===== config.mk =====
export PLATFORM = sky130hd
export DESIGN_NAME = sdh_irq_ctrl
export DESIGN_NICKNAME = d
export VERILOG_FILES = /design/src/rtl/sdh_pkg.sv /design/src/rtl/sdh_sticky_bank.sv /design/src/rtl/sdh_cfg_reg.sv /design/src/rtl/sdh_irq_combine.sv /design/src/rtl/sdh_irq_ctrl.sv
export SDC_FILE = /design/constraint.sdc
export NUM_CORES = 1
export LEC_CHECK = 0
export BUFFER_PORTS_ARGS = -buffer_cell sky130_fd_sc_hd__buf_2
export CORE_ASPECT_RATIO = 0.7
export CORE_MARGIN = 2
export CORE_UTILIZATION = 34
export DETAILED_ROUTE_END_ITERATION = 10
export GPL_TIMING_DRIVEN = 0
export PLACE_DENSITY = 0.73
export REMOVE_ABC_BUFFERS = 1
export SLEW_MARGIN = 10
export SYNTH_ARGS = -nofsm -noshare
export SYNTH_HDL_FRONTEND = slang
export SYNTH_SLANG_ARGS = --single-unit

===== constraint.sdc =====
create_clock -name clk -period 0.8 [get_ports clk]
set_input_delay 0.04 -clock clk [delete_from_list [all_inputs] [get_ports clk]]
set_output_delay 0.04 -clock clk [all_outputs]
set_load 0.03 [all_outputs]

===== src/rtl/sdh_pkg.sv =====
package sdh_pkg;
    localparam int STAT_W  = 11;
    localparam int CFG_W   = 11;
    localparam int EVT_LO  = 3;
    localparam int EVT_N   = STAT_W - EVT_LO;

    localparam int ST_BUSY  = 10;
    localparam int ST_BLOCK = 9;
    localparam int ST_SDIO  = 8;
    localparam int ST_DATA  = 0;

    localparam int CF_BUSY_EN  = 10;
    localparam int CF_BLOCK_EN = 8;
    localparam int CF_SDIO_EN  = 5;
    localparam int CF_DATA_EN  = 4;

    localparam logic [STAT_W-1:0] ERR_MASK = 11'h0F8;
    localparam logic [CFG_W-1:0]  CFG_KEEP = 11'h53F;

    typedef struct packed {
        logic busy;
        logic block;
        logic sdio;
        logic data;
    } irq_src_t;

    function automatic irq_src_t pick_src(input logic [STAT_W-1:0] st);
        irq_src_t s;
        s.busy  = st[ST_BUSY];
        s.block = st[ST_BLOCK];
        s.sdio  = st[ST_SDIO];
        s.data  = st[ST_DATA];
        return s;
    endfunction

    function automatic irq_src_t pick_en(input logic [CFG_W-1:0] cf);
        irq_src_t e;
        e.busy  = cf[CF_BUSY_EN];
        e.block = cf[CF_BLOCK_EN];
        e.sdio  = cf[CF_SDIO_EN];
        e.data  = cf[CF_DATA_EN];
        return e;
    endfunction
endpackage


===== src/rtl/sdh_sticky_bank.sv =====
module sdh_sticky_bank #(
    parameter int N = 8
) (
    input  logic         clk,
    input  logic         rst,
    input  logic [N-1:0] set_i,
    input  logic [N-1:0] clr_i,
    output logic [N-1:0] q_o
);
    for (genvar i = 0; i < N; i++) begin : g_bit
        logic bit_q;
        always_ff @(posedge clk) begin
            if (rst)           bit_q <= 1'b0;
            else if (set_i[i]) bit_q <= 1'b1;
            else if (clr_i[i]) bit_q <= 1'b0;
        end
        assign q_o[i] = bit_q;

        p_set_r2: assert property (@(posedge clk) disable iff (rst)
            set_i[i] |=> q_o[i]);
        p_hold_r2: assert property (@(posedge clk) disable iff (rst)
            (q_o[i] && !clr_i[i]) |=> q_o[i]);
        p_clr_r3: assert property (@(posedge clk) disable iff (rst)
            (clr_i[i] && !set_i[i]) |=> !q_o[i]);
        p_set_wins_r4: assert property (@(posedge clk) disable iff (rst)
            (clr_i[i] && set_i[i]) |=> q_o[i]);
    end

    p_reset_r1: assert property (@(posedge clk) rst |=> (q_o == '0));
endmodule


===== src/rtl/sdh_cfg_reg.sv =====
module sdh_cfg_reg #(
    parameter int             W    = 11,
    parameter logic [W-1:0]   KEEP = '1
) (
    input  logic         clk,
    input  logic         rst,
    input  logic         we_i,
    input  logic [W-1:0] wdata_i,
    output logic [W-1:0] q_o
);
    logic [W-1:0] cfg_r;

    always_ff @(posedge clk) begin
        if (rst)       cfg_r <= '0;
        else if (we_i) cfg_r <= wdata_i & KEEP;
    end
    assign q_o = cfg_r;

    p_cfg_hold_r6: assert property (@(posedge clk) disable iff (rst)
        !we_i |=> $stable(q_o));
endmodule


===== src/rtl/sdh_irq_combine.sv =====
module sdh_irq_combine
    import sdh_pkg::*;
(
    input  logic [STAT_W-1:0] status_i,
    input  logic [CFG_W-1:0]  cfg_i,
    output logic              irq_o,
    output logic              err_o
);
    irq_src_t src, en;

    always_comb begin
        src   = pick_src(status_i);
        en    = pick_en(cfg_i);
        irq_o = |(src & en);
        err_o = |(status_i & ERR_MASK);
    end
endmodule


===== src/rtl/sdh_irq_ctrl.sv =====
module sdh_irq_ctrl
    import sdh_pkg::*;
(
    input  logic              clk,
    input  logic              rst,
    input  logic [EVT_N-1:0]  set_pulse,
    input  logic              data_ready,
    input  logic              stat_we,
    input  logic [STAT_W-1:0] stat_wdata,
    input  logic              cfg_we,
    input  logic [CFG_W-1:0]  cfg_wdata,
    output logic [STAT_W-1:0] status_q,
    output logic [CFG_W-1:0]  cfg_q,
    output logic              irq,
    output logic              err_any
);
    logic [EVT_N-1:0] clr_vec;
    logic [EVT_N-1:0] sticky;

    assign clr_vec = stat_we ? stat_wdata[STAT_W-1:EVT_LO] : '0;

    sdh_sticky_bank #(.N(EVT_N)) u_sticky (
        .clk   (clk),
        .rst   (rst),
        .set_i (set_pulse),
        .clr_i (clr_vec),
        .q_o   (sticky)
    );

    sdh_cfg_reg #(.W(CFG_W), .KEEP(CFG_KEEP)) u_cfg (
        .clk     (clk),
        .rst     (rst),
        .we_i    (cfg_we),
        .wdata_i (cfg_wdata),
        .q_o     (cfg_q)
    );

    assign status_q = {sticky, {(EVT_LO-1){1'b0}}, data_ready};

    sdh_irq_combine u_comb (
        .status_i (status_q),
        .cfg_i    (cfg_q),
        .irq_o    (irq),
        .err_o    (err_any)
    );

    p_irq_needs_en_r7: assert property (@(posedge clk) disable iff (rst)
        ((cfg_q & 11'h530) == '0) |-> !irq);
    p_err_hold_r8: assert property (@(posedge clk) disable iff (rst)
        (err_any && !stat_we) |=> err_any);
    p_err_no_irq_r8: assert property (@(posedge clk) disable iff (rst)
        ((status_q & 11'h701) == '0) |-> !irq);
    p_data_gate_r9: assert property (@(posedge clk) disable iff (rst)
        (data_ready && cfg_q[CF_DATA_EN]) |-> irq);
endmodule


# --- Word-level counts from Yosys, hierarchy flattened ---
# Index checks and enable logic that the tools add are counted.
totals:
  elab_cells: 37
  ff_bits: 16
  inputBits: 35
op_classes:
  bitwise: 1
  n_reduce_logical: 10
  n_mux: 17
op_table:
  columns: ["op", "count"]
  rows:
  - ["1-bit two-way mux", 16]
  - ["2-bit nonzero test", 8]
  - ["8-bit two-way mux", 1]
  - ["5-bit OR reduction", 1]
  - ["4-bit AND", 1]
  - ["4-bit OR reduction", 1]

# --- Logic depth before layout (Yosys ltp) ---
logic_depth:
  word_depth: 3
  ltp_mapped: 3
  depth_no_buf: 2

# --- Hierarchy ---
# Synthesis repeated with hierarchy kept, for this count alone.
hier_totals:
  cells_unflattened: 89
  area_unflattened_um2: 860.8
modules_own_cells:
  columns: ["mod", "instances", "cells_each", "seq_area_each_um2", "area_per_inst_um2"]
  rows:
  - ["sdh_sticky_bank", 1, 41, 160.2, 441.7]
  - ["sdh_cfg_reg", 1, 30, 160.2, 311.5]
  - ["sdh_irq_ctrl", 1, 12, 0.0, 76.3]
  - ["sdh_irq_combine", 1, 6, 0.0, 31.3]

# --- Worst setup path after synthesis ---
# Ideal clock, no wire load.
synth_path:
  path_kind: "register to output"
  startpoint: "register u_cfg.cfg_r[5] (netlist: u_cfg.q_o[5])"
  endpoint: "output port irq"
  stages_incl_launch_ff: 3
  required_time_ps: 760
  setup_slack_ps: -122
  n_path_buf: 0
  t_arrival_ps: 882
  path_cell_list: "dfxtp_1 -> a22oi_1 -> nand2_1"
synth_between:
  elab_chain_len: 2
synth_lines:
  columns: ["item", "line", "rtl"]
  rows:
  - ["from (decl)", "sdh_cfg_reg.sv:11", "logic [W-1:0] cfg_r;"]
  - ["from (signal assigned)", "sdh_cfg_reg.sv:15", "else if (we_i) cfg_r <= wdata_i & KEEP;"]
  - ["4-bit AND", "sdh_irq_combine.sv:14", "irq_o = |(src & en);"]
  - ["4-bit OR reduction", "sdh_irq_combine.sv:14", null]
  - ["to (decl)", "sdh_irq_ctrl.sv:14", "output logic irq,"]
# No other way between the ends.

# --- Worst setup path in the final report ---
layout_path:
  startpoint: "register u_sticky.g_bit[5].bit_q"
  endpoint: "output port irq"
layout_between:
  elab_chain_len: 2
layout_lines:
  columns: ["item", "line", "rtl"]
  rows:
  - ["from (decl)", "sdh_sticky_bank.sv:11", "logic bit_q;"]
  - ["from (signal assigned)", "sdh_sticky_bank.sv:13", "if (rst) bit_q <= 1'b0;"]
  - ["from (signal assigned)", "sdh_sticky_bank.sv:14", "else if (set_i[i]) bit_q <= 1'b1;"]
  - ["from (signal assigned)", "sdh_sticky_bank.sv:15", "else if (clr_i[i]) bit_q <= 1'b0;"]
  - ["4-bit AND", "sdh_irq_combine.sv:14", null]
  - ["4-bit OR reduction", "sdh_irq_combine.sv:14", null]
# No other way between the ends.

==> impl_metrics.json <==
{
  "status": "finished, violations left",
  "violations": "setup timing",
  "routed_wl_um": 2040,
  "fin_crit_sh_pct": 135,
  "period_minus_slack_ns": 1.08,
  "yosys-top-cells-area": "dfxtp_1, buf_4, mux2i_1",
  "synth_common_cells": "nor2_1, dfxtp_1, buf_4",
  "cp_data_arrival_time_ns": 1.04,
  "grt_pass1_wl_um": 3160,
  "cp-start-kind": "register",
  "antenna_cells": 0,
  "final_nets": 179,
  "postRouteAntennaNets": 0,
  "die_h_um": 43.4,
  "cts_tree": "yes",
  "setup_violations": 19,
  "synthArstFlopShare_pct": 0,
  "p_leak_nw": 0.657,
  "antenna_found_initial": 0,
  "num_vias": 758,
  "reg2reg_slack_ns": -0.03,
  "synthCells": 81,
  "power_mw": 2.09,
  "grt_max_degree": 17,
  "viasPerCell": 4.33,
  "cts_buffer_depth": 2,
  "p_per_area_nw_per_um2": 1560,
  "post-route-util_pct": 63.2,
  "cts_made_buffers": 3,
  "cts_max_level": 1,
  "worstPathMaxFanout": 2,
  "yosysSeqAreaShare_pct": 42.5,
  "insertion_delay_ns": 0.29,
  "placed_area_um2": 898,
  "synth_top_area_share_pct": 42.5,
  "routedWlPerCell_um": 11.7,
  "crit_required_ns": 0.76,
  "max_cap_violations": 0,
  "grt_util_all_layers_pct": 16.4,
  "finalHoldViolations": 0,
  "start_util_pct": 35.6,
  "dp_slack_ns": -0.0207,
  "core_area_um2": 2120,
  "area_delta_synth_final_pct": 77.4,
  "regArea_um2": 343,
  "post-route-drc-count": 0,
  "holdCritPathClass": "input port to register",
  "slew_violations": 0,
  "ys.flop_type": "dfxtp_1",
  "first_pass_iters": 4,
  "yosysTopAreaCell": "dfxtp_1",
  "fillerInstances": 178,
  "syn_area_per_cell_um2": 9.31,
  "grt_overflow": 0,
  "synth_area_um2": 754,
  "design_area_um2": 1340,
  "ioPinCount": 59,
  "dr.first_iter.drc_count": 12,
  "placement.io_buffers": 47,
  "irDropWorstVdd_v": 0.000947,
  "root_buffer": "clkbuf_4",
  "clock_skew_ns": 0,
  "drive_gt1_share_pct": 53.8,
  "cts.sinks": 16,
  "end_kind": "output port",
  "yosysMostFrequentCell": "nor2_1",
  "max_freq_mhz": 927,
  "path_class": "register to output port",
  "multiInputGateArea_um2": 290,
  "die-width_um": 60.3,
  "gp_congestion": 0.590,
  "grt_pass1_vias": 741,
  "setup_ws_ns": -0.279,
  "clk_pin_slew_ns": 0.09,
  "rsz0062_at_grt": "yes",
  "die-area_um2": 2620,
  "synth_cell_types": 12,
  "core.rowCount": 14,
  "synth-seq-cells": 16,
  "dp_hpwl_um": 1290,
  "synth_edf_count": 0,
  "yosysWarningCount": 0,
  "whs_ns": 0.00195
}
-- cell families after synthesis --
logic type,share of synthesized area [%]
and+or+nand+nor,10.1
AOI/OAI and AO/OA,12.9
buffers and inverters,23.4
DFF,42.5
muxes,10.6
other,0.497
-- worst paths after layout --
check        depth (start not counted)                       to                    start
max                                  3                      irq  u_sticky.g_bit[5].bit_q
min                                  3             u_cfg.q_o[3]             cfg_wdata[3]
max reg2reg                          4  u_sticky.g_bit[4].bit_q  u_sticky.g_bit[4].bit_q
min reg2reg                          2             u_cfg.q_o[1]             u_cfg.q_o[1]
-- what timing repair did --
action                                 4_1_cts  5_1_grt
endpoints found under the hold margin       15        0
buffers inserted                             4        0
setup endpoints to repair                   18       19
pin swaps                                    3        0
resized for setup                           56        4
hold buffers                                21        0
-- routing by layer --
| layer | vias to the layer above | share of wire (%) | global-route usage (%) |
|---|---|---|---|
| li1 | 377 | - | - |
| met1 | 359 | 39 | 17.2 |
| met2 | 20 | 57 | 31.7 |
| met3 | 2 | 2.8 | 3.88 |
| met4 | 0 | 0.49 | 5.33 |
| met5 | - | 0 | 0 |
-- cell usage in the layout, fill, tap and decap left out, types with 2 or more instances in the layout --
cell,n
a22oi_2,2
a311oi_1,6
a311oi_2,2
buf_2,29
buf_6,21
clkbuf_4,3
conb_1,5
dfxtp_2,15
dlygate4sd3_1,21
inv_1,8
mux2i_1,8
nand2_1,2
nor2_1,16
-- state kept, by name (all words and copies together) (netlist names) --
register	count
u_cfg.q_o	8
u_sticky.g_bit.bit_q	8
-- critical path, cell delays in order (launching register included) --
cell and delay (ns):
dfxtp_2 0.33, a22oi_2 0.19, nand2_1 0.09, buf_6 0.14
-- per-stage QoR --
stage          setup TNS [ns]  cells
6_report                -1.22    175
5_1_grt                 -2.03    175
4_1_cts                 -1.40    175
3_5_place_dp          -0.0207    146
3_3_place_gp                0    146
2_1_floorplan          -0.630     67
-- power breakdown --
group          switching (mW)  internal [mW]  total (mW)  leakage (nW)
sequential             0.0518          0.861       0.913         0.138
combinational           0.315          0.317       0.632         0.498
clock                   0.263          0.278       0.540        0.0210
-- cell type report --
| cell class | count | share of cell area (%) |
|---|---|---|
| timing repair buffer | 72 | 44.8 |
| clock buffer | 4 | 2.71 |
| tap | 32 | 2.99 |
| inverter | 8 | 2.24 |
| sequential | 16 | 25.6 |
| multi-input combinational | 43 | 21.7 |
Note: power is estimated with default switching activity, not from simulation.
